[config.mk]
export PLATFORM = sky130hd
export DESIGN_NAME = pwm_dbuf_top
export DESIGN_NICKNAME = d
export VERILOG_FILES = /design/src/rtl/pwm_pkg.sv /design/src/rtl/pwm_tick_sel.sv /design/src/rtl/pwm_regs.sv /design/src/rtl/pwm_core.sv /design/src/rtl/pwm_dbuf_top.sv
export SDC_FILE = /design/constraint.sdc
export NUM_CORES = 1
export LEC_CHECK = 0
export BUFFER_PORTS_ARGS = -buffer_cell sky130_fd_sc_hd__clkbuf_2
export CORE_ASPECT_RATIO = 1.1
export CORE_MARGIN = 4
export CORE_UTILIZATION = 30
export CTS_BUF_LIST = sky130_fd_sc_hd__clkbuf_4 sky130_fd_sc_hd__clkbuf_8
export DETAILED_ROUTE_END_ITERATION = 10
export HOLD_SLACK_MARGIN = 0.03
export PLACE_DENSITY = 0.45
export SLEW_MARGIN = 5
export SYNTH_ARGS = -nofsm -noshare
export SYNTH_HDL_FRONTEND = slang
export SYNTH_SLANG_ARGS = --single-unit
[constraint.sdc]
create_clock -name clk -period 5.3 [get_ports clk]
set_clock_uncertainty 0.05 [all_clocks]
set_input_delay 0.795 -clock clk [delete_from_list [all_inputs] [get_ports clk]]
set_output_delay 0.795 -clock clk [all_outputs]
set_load 0.01 [all_outputs]
[src/rtl/pwm_pkg.sv]
package pwm_pkg;

    localparam int TICK_SEL_W = 3;
    localparam int NUM_TICKS  = 1 << TICK_SEL_W;
    localparam int ADDR_W     = 2;

    localparam logic [ADDR_W-1:0] ADDR_CTRL = 2'd0;
    localparam logic [ADDR_W-1:0] ADDR_PER  = 2'd1;
    localparam logic [ADDR_W-1:0] ADDR_WID  = 2'd2;
    localparam logic [ADDR_W-1:0] ADDR_STAT = 2'd3;

    // packed MSB first: bit 0 is run enable
    typedef struct packed {
        logic [TICK_SEL_W-1:0] tick_sel;
        logic                  gpo;
        logic                  irq_en;
        logic                  pol_low;
        logic                  enable;
    } ctrl_t;

    localparam int CTRL_W = $bits(ctrl_t);

endpackage

[src/rtl/pwm_tick_sel.sv]
module pwm_tick_sel #(
    parameter int NUM_TICKS = 8,
    localparam int SEL_W = (NUM_TICKS > 1) ? $clog2(NUM_TICKS) : 1
) (
    input  logic [NUM_TICKS-1:0] ticks_i,
    input  logic [SEL_W-1:0]     sel_i,
    output logic                 tick_o
);

    logic [NUM_TICKS-1:0] hit;

    generate
        for (genvar g = 0; g < NUM_TICKS; g++) begin : g_line
            assign hit[g] = ticks_i[g] && (sel_i == SEL_W'(g));
        end
    endgenerate

    assign tick_o = |hit;

endmodule

[src/rtl/pwm_regs.sv]
module pwm_regs
    import pwm_pkg::*;
#(
    parameter int CNT_W = 16
) (
    input  logic              clk,
    input  logic              rst_n,
    input  logic              wr_i,
    input  logic [ADDR_W-1:0] addr_i,
    input  logic [CNT_W-1:0]  wdata_i,
    input  logic              period_start_i,
    input  logic              pin_i,
    output ctrl_t             ctrl_o,
    output logic [CNT_W-1:0]  per_hold_o,
    output logic [CNT_W-1:0]  wid_hold_o,
    output logic              flag_o,
    output logic [CNT_W-1:0]  rdata_o
);

    typedef struct packed {
        ctrl_t            ctrl;
        logic [CNT_W-1:0] per;
        logic [CNT_W-1:0] wid;
        logic             flag;
    } regs_t;

    regs_t state_d, state_q;
    logic  clr_req;

    always_comb begin
        state_d = state_q;
        clr_req = wr_i && (addr_i == ADDR_STAT) && wdata_i[0];
        if (wr_i) begin
            unique case (addr_i)
                ADDR_CTRL: state_d.ctrl = ctrl_t'(wdata_i[CTRL_W-1:0]);
                ADDR_PER:  state_d.per  = wdata_i;
                ADDR_WID:  state_d.wid  = wdata_i;
                default:   ;
            endcase
        end
        if (period_start_i) begin
            state_d.flag = 1'b1;
        end else if (clr_req) begin
            state_d.flag = 1'b0;
        end
    end

    always_ff @(posedge clk or negedge rst_n) begin
        if (!rst_n) begin
            state_q <= '0;
        end else begin
            state_q <= state_d;
        end
    end

    always_comb begin
        rdata_o = '0;
        unique case (addr_i)
            ADDR_CTRL: rdata_o[CTRL_W-1:0] = state_q.ctrl;
            ADDR_PER:  rdata_o = state_q.per;
            ADDR_WID:  rdata_o = state_q.wid;
            default:   rdata_o[1:0] = {pin_i, state_q.flag};
        endcase
    end

    assign ctrl_o     = state_q.ctrl;
    assign per_hold_o = state_q.per;
    assign wid_hold_o = state_q.wid;
    assign flag_o     = state_q.flag;

    AST_FLAG_SET: assert property (@(posedge clk) disable iff (!rst_n)
        period_start_i |=> flag_o);

    AST_FLAG_STICKY: assert property (@(posedge clk) disable iff (!rst_n)
        (flag_o && !clr_req) |=> flag_o);

endmodule

[src/rtl/pwm_core.sv]
module pwm_core #(
    parameter int CNT_W = 16
) (
    input  logic             clk,
    input  logic             rst_n,
    input  logic             enable_i,
    input  logic             tick_i,
    input  logic [CNT_W-1:0] per_hold_i,
    input  logic [CNT_W-1:0] wid_hold_i,
    output logic             period_start_o,
    output logic             active_o,
    output logic             running_o
);

    typedef struct packed {
        logic             run;
        logic [CNT_W-1:0] cnt;
        logic [CNT_W-1:0] per;
        logic [CNT_W-1:0] wid;
    } core_t;

    core_t state_d, state_q;
    logic  wrap;

    always_comb begin
        state_d        = state_q;
        period_start_o = 1'b0;
        wrap           = tick_i && (state_q.cnt >= state_q.per);
        if (!enable_i) begin
            state_d.run = 1'b0;
            state_d.cnt = '0;
        end else if (!state_q.run || wrap) begin
            period_start_o = 1'b1;
            state_d.run    = 1'b1;
            state_d.cnt    = CNT_W'(1);
            state_d.per    = per_hold_i;
            state_d.wid    = wid_hold_i;
        end else if (tick_i) begin
            state_d.cnt = state_q.cnt + 1'b1;
        end
    end

    always_ff @(posedge clk or negedge rst_n) begin
        if (!rst_n) begin
            state_q <= '0;
        end else begin
            state_q <= state_d;
        end
    end

    assign active_o  = state_q.run && (state_q.wid != '0) && (state_q.cnt <= state_q.wid);
    assign running_o = state_q.run;

    AST_CNT_IN_RANGE: assert property (@(posedge clk) disable iff (!rst_n)
        state_q.run |-> (state_q.cnt != '0) &&
                        ((state_q.cnt <= state_q.per) || (state_q.cnt == CNT_W'(1))));

    AST_ACTIVE_HELD: assert property (@(posedge clk) disable iff (!rst_n)
        (state_q.run && !period_start_o) |=> ($stable(state_q.per) && $stable(state_q.wid)));

    AST_IDLE_CLEAR: assert property (@(posedge clk) disable iff (!rst_n)
        !enable_i |=> (!state_q.run && (state_q.cnt == '0)));

    AST_FULL_DUTY: assert property (@(posedge clk) disable iff (!rst_n)
        (state_q.run && (state_q.per != '0) && (state_q.wid >= state_q.per)) |-> active_o);

endmodule

[src/rtl/pwm_dbuf_top.sv]
module pwm_dbuf_top
    import pwm_pkg::*;
#(
    parameter int CNT_W = 16
) (
    input  logic                 clk,
    input  logic                 rst_n,
    input  logic [NUM_TICKS-1:0] ticks_i,
    input  logic                 reg_wr_i,
    input  logic [ADDR_W-1:0]    reg_addr_i,
    input  logic [CNT_W-1:0]     reg_wdata_i,
    output logic [CNT_W-1:0]     reg_rdata_o,
    output logic                 pwm_pin_o,
    output logic                 irq_o
);

    ctrl_t            ctrl;
    logic [CNT_W-1:0] per_hold;
    logic [CNT_W-1:0] wid_hold;
    logic             flag;
    logic             tick;
    logic             period_start;
    logic             active;
    logic             running;

    pwm_tick_sel #(
        .NUM_TICKS (NUM_TICKS)
    ) u_tick_sel (
        .ticks_i (ticks_i),
        .sel_i   (ctrl.tick_sel),
        .tick_o  (tick)
    );

    pwm_regs #(
        .CNT_W (CNT_W)
    ) u_regs (
        .clk            (clk),
        .rst_n          (rst_n),
        .wr_i           (reg_wr_i),
        .addr_i         (reg_addr_i),
        .wdata_i        (reg_wdata_i),
        .period_start_i (period_start),
        .pin_i          (pwm_pin_o),
        .ctrl_o         (ctrl),
        .per_hold_o     (per_hold),
        .wid_hold_o     (wid_hold),
        .flag_o         (flag),
        .rdata_o        (reg_rdata_o)
    );

    pwm_core #(
        .CNT_W (CNT_W)
    ) u_core (
        .clk            (clk),
        .rst_n          (rst_n),
        .enable_i       (ctrl.enable),
        .tick_i         (tick),
        .per_hold_i     (per_hold),
        .wid_hold_i     (wid_hold),
        .period_start_o (period_start),
        .active_o       (active),
        .running_o      (running)
    );

    assign pwm_pin_o = ctrl.enable ? (active ^ ctrl.pol_low) : ctrl.gpo;
    assign irq_o     = flag && ctrl.irq_en;

    AST_START_ONLY_RUNNING: assert property (@(posedge clk) disable iff (!rst_n)
        period_start |=> running);

endmodule

* After elaboration in Yosys (flattened, before gate mapping)
Cells that the tools add are included.
Word-level totals: register bits after elaboration 89, input port bits 29, output and inout port bits 18, logic and storage cells 65
Cells by class: add/sub/neg operators 1, $lt $le $gt $ge 2, equality and inequality tests 12, muxes and demuxes 12, bitwise gates (word level) 1, reduce and logical (&&, ||, !) cells 25
Operators with widths (number):
- two-way mux 16 bit | 2
- case mux 9 bit (2 select lines) | 1
- two-way mux 17 bit | 1
- adder 16 x 1 -> 16 bit (second input constant) | 1
- >= comparator 16 bit | 1
- <= comparator 16 bit | 1
- nonzero test 16 bit | 1
- case mux 5 bit (3 select lines) | 1
- logical AND 1 bit | 14
- equality test 3 bit (second input constant) | 4
- AND reduction 2 bit | 4
- OR reduction 8 bit | 1
- equality test 3 x 2 -> 1 bit (second input constant) | 2
- two-way mux 1 bit | 6
- case mux 2 bit (3 select lines) | 1
- equality test 2 bit (second input constant) | 2
- equality test 3 x 1 -> 1 bit (second input constant) | 1
- zero test 3 bit | 1
- != test 3 x 1 -> 1 bit (second input constant) | 1
- equality test 2 x 1 -> 1 bit (second input constant) | 1
- zero test 2 bit | 1
- != test 2 x 1 -> 1 bit (second input constant) | 1
- nonzero test 2 bit | 1
- zero test 1 bit | 1
- other kinds (2) | 2

* Logic depth before layout (Yosys ltp)
depth in word-level cells 8, mapped depth 9, gate-level depth less buffers 8

* Cells and area by module
A second synthesis with hierarchy kept.
Second synthesis, totals: cell total of the unflattened synthesis 406, area, all modules 4969.8 um2
Modules (own cells, without submodules):
- pwm_core | instances 1, cells each 267, area an instance 2976.6 um2, sequential area each 1226.2 um2
- pwm_regs | instances 1, cells each 132, area an instance 1905.6 um2, sequential area each 1001.0 um2
- pwm_tick_sel | instances 1, cells each 3, area an instance 63.8 um2, sequential area each 0.0 um2
- pwm_dbuf_top | instances 1, cells each 4, area an instance 23.8 um2, sequential area each 0.0 um2

* Least setup slack after synthesis
Ideal clock, no wire load.
path kind register to output, start point register u_core.state_q[45] (netlist bit), end point output reg_rdata_o[1], arrival time 2005 ps, setup slack 2450 ps, cell stages (with the launch flop) 8, path buffers 0, cells stage by stage dfrtp_1 -> ha_1 -> nand4_1 -> or3_1 -> nor4bb_1 -> a31oi_1 -> mux2i_1 -> nor3_1
On the way: cells in the longest elaborated chain, start to end 5
RTL lines:
- from (decl) | line pwm_core.sv:22 | core_t state_d, state_q;
- from (signal assigned) | line pwm_core.sv:47 | state_q <= state_d;
- <= comparator 16 bit | line pwm_core.sv:51 | assign active_o = state_q.run && (state_q.wid != '0) && (state_q.cnt <= state_q.wid);
- logical AND 1 bit | line pwm_core.sv:51
- bitwise XOR 1 bit | line pwm_dbuf_top.sv:65 | assign pwm_pin_o = ctrl.enable ? (active ^ ctrl.pol_low) : ctrl.gpo;
- two-way mux 1 bit | line pwm_dbuf_top.sv:65
- case mux 2 bit (3 select lines) | line pwm_regs.sv:58 | unique case (addr_i)
- to (decl) | line pwm_dbuf_top.sv:12 | output logic [CNT_W-1:0] reg_rdata_o,
No other way between the ends.

* Worst setup path in the final report
Ends and elaborated chain as after synthesis.

==> summary.md <==
| Metric | Value |
|---|---|
| Clk buf depth | 2 |
| Final period util | 66.69% |
| Most frequent cells in the layout | dfrtp_1 (89), clkbuf_2 (45), mux2_2 (42) |
| Tmin final | 3.535 ns |
| Final Worst Setup Slack | 1.765 ns |
| TritonCTS clock tree | yes |
| Hold Slack | 0.2875 ns |
| IO Count | 47 |
| Initial core utilization | 30.98% |
| TritonCTS Sinks | 89 |
| Number of vias per cell | 4.893 |
| Top sig layer | met4 |
| Max-Cap Viols | 0 |
| Min-Delay Path Class | in -> async |
| CP startpoint kind | flip-flop |
| Slew Limit Fails | 0 |
| Dpl hpwl | 8390 um |
| Final Hold Violating Endpoints | 0 |
| Max-slew headroom | 20.82% |
| Std-Cell Rows | 48 |
| Worst-path clk slew | 0.10 ns |
| Final ANT Viol Nets | 0 |
| Drt total wl | 11160 um |
| Synth Instances | 412 |
| Crit Path Category | reg -> out |
| Total GRT Usage | 12.81% |
| Buffers on Ports | 46 |
| Detailed-route wire length per cell | 16.89 um |
| Setup_tns | 0 ns |
| Overflow left after global routing | 0 |
| Die area | 0.01855 sq mm |
| Hold buffers post-CTS | 0 |
| CP Buf/Inv Count | 1 |
| Cell total after placement | 645 |
| Utilization after layout | 34.91% |
| H-tree depth | 3 |
| Initial DRT Pass Iterations | 4 |
| Die X | 130.2 um |
| RSZ-0062 raised after global routing | false |
| Worst setup EP type | primary output |
| First-pass GRT wire length | 18560 um |
| Crit Path Max Fanout | 5 |
| Netlist Area Pre-Place | 0.004931 sq mm |
| Core area | 0.01592 sq mm |
| Critical Path Max Stage Delay | 0.45 ns |
| Netlist cell types | 45 |
| Synth Register Bits | 89 |
| Post-CTS sizing | 0 |
| Leading cell type in the layout, fill and taps excluded | dfrtp_1 |
| Worst path slowest cell | dfrtp_1 |
| Register area share after synthesis | 45.17% |
| Largest net degree at the start of global routing | 61 |
| CP Cell Sequence | ha_1 -> nand4_1 -> or3_1 -> nor4bb_1 -> a31oi_1 -> mux2i_1 -> nor3_1 -> clkbuf_2 |
| Synth Warn # | 0 |
| Layout Nets | 522 |
| Initial antenna violation count | 0 |
| Worst VDD drop | 169.1 uV |
| Clock Root Buffer | clkbuf_8 |
| Vias in the first global route | 3389 |
| Place WS | 2.091 ns |
| Ratio of cells with drive above 1 in the final layout | 31.02% |
| Syn avg cell area | 11.97 sq um |
| Lkg Pwr | 0.002639 uW |
| Met2 WL | 5261 um |
| Worst-Skew Late Latency | 0.37 ns |
| Worst slew pin tran | 1.180 ns |
| Cell Pwr Density | 414.8 mW/mm^2 |
| Max Freq | 282.9 MHz |
| M1 WL | 5463 um |
| Non-filler cells in the finished layout | 661 |
| Status | finished clean |
| N_diodes | 0 |
| RePlAce Congestion | 0.8270 |
| Initial DRC count | 197 |
| TritonCTS buffer count | 9 |
| Die H | 142.5 um |
| WL met3 | 279 um |
| Setup Viol. Count Final | 0 |
| CP top delay family | simple AND/OR/NAND/NOR gates |
| Layout fillers | 1598 |
| Arr. time, crit path | 2.69 ns |
| Setup bufs post-CTS | 0 |
| Area grow syn2layout | 12.66% |
| WP data required | 4.45 ns |
| Via count | 3234 |
| DRC viols | 0 |
| Synthesized Nets | 478 |
registers in the layout, summed over array words and instances, names as in the netlist:
| register | cells |
|---|---|
| u_regs.ctrl_o | 7 |
| u_regs.per_hold_o | 16 |
| u_core.state_q | 48 |
| u_regs.flag_o | 1 |
| u_core.running_o | 1 |
| u_regs.wid_hold_o | 16 |
layer usage:
| layer | vias up | track usage [%] |
|---|---|---|
| met4 | 0 | 4.267 |
| li1 | 1564 | - |
| met2 | 58 | 20.39 |
| met1 | 1601 | 17.89 |
| met5 | - | 0 |
| met3 | 11 | 1.839 |
synthesized netlist by cell type, drive strengths merged:
| cell | number | share of area (%) |
|---|---|---|
| nand3 | 8 | 0.81 |
| mux4 | 2 | 1.1 |
| nor4 | 4 | 0.51 |
| a211oi | 1 | 0.15 |
| mux2 | 72 | 19 |
| o31ai | 2 | 0.30 |
| o211a | 1 | 0.20 |
| dfrtp | 89 | 45 |
| nor2b | 11 | 1.4 |
| and3 | 2 | 0.28 |
| nand4 | 11 | 1.4 |
| buf | 6 | 1.5 |
| a222oi | 7 | 1.4 |
| a22oi | 9 | 1.4 |
| nand2 | 16 | 1.2 |
| o22ai | 1 | 0.41 |
| nor2 | 26 | 2.0 |
| xor2 | 13 | 2.3 |
| a21o | 2 | 0.30 |
| or3 | 2 | 0.28 |
| and3b | 1 | 0.18 |
| and2 | 2 | 0.28 |
| o21ai | 8 | 0.81 |
| nor4b | 1 | 0.30 |
| and4 | 3 | 0.53 |
| xnor2 | 2 | 0.36 |
| ha | 37 | 9.4 |
| nor3 | 3 | 0.30 |
| a21oi | 10 | 1.0 |
| clkbuf | 10 | 0.76 |
| nor4bb | 2 | 0.41 |
| nand3b | 1 | 0.15 |
| o21bai | 1 | 0.15 |
| a221oi | 1 | 0.18 |
| a31oi | 2 | 0.25 |
| nor3b | 3 | 0.69 |
| inv | 37 | 2.8 |
| mux2i | 3 | 0.61 |
through the flow:
step / total power (uW) / area [sq um]
after floorplan: 1576 / 4931
after global placement: 1774 / 5324
after detailed placement: 1789 / 5324
after CTS: 2341 / 5555
after global routing: 2467 / 5555
final: 2304 / 5555
logic make-up (layout without fill, tap and decap cells):
logic type	after synthesis	count (layout)	synth area share (%)
flops	89	89	45.17
compound gates	45	45	6.572
xor+xnor	15	15	2.664
simple gates	96	96	10.71
fa+ha+maj	37	37	9.388
buf+inv	53	102	5.100
mux	77	77	20.40
final timing paths:
path / from / end / slack, ns / depth (start not counted)
setup / recovery: u_core.state_q[45]$_DFFE_PN0P_ / reg_rdata_o[1] / 1.77 / 8
hold / removal: rst_n / u_regs.per_hold_o[13]$_DFFE_PN0P_ / 0.29 / 1
setup reg to reg: u_core.state_q[42]$_DFFE_PN0P_ / u_core.state_q[36]$_DFFE_PN0P_ / 2.35 / 7
hold reg to reg: u_regs.flag_o$_DFFE_PN0P_ / u_regs.flag_o$_DFFE_PN0P_ / 0.45 / 1
max in group asynchronous: rst_n / u_core.state_q[1]$_DFFE_PN0P_ / 3.81 / 2
min in group clk: u_regs.flag_o$_DFFE_PN0P_ / u_regs.flag_o$_DFFE_PN0P_ / 0.45 / 1
area by class of cell:
cell class	instances	area (sq um)	area share [%]
clock buffer	10	131.4	2.365
clock inverter	6	100.1	1.802
inverter	37	138.9	2.500
multi-input combinational	270	2452	44.14
sequential	89	2227	40.09
tap	200	250.2	4.505
timing repair buffer	49	255.2	4.595
power by group:
group | leakage (uW) | switching, uW | internal (uW) | total, uW
logic | 0.00143 | 321 | 401 | 723
clock network | 0.000118 | 258 | 279 | 537
registers | 0.00109 | 175 | 869 | 1040
No activity file was read; power rests on OpenSTA's default activity.
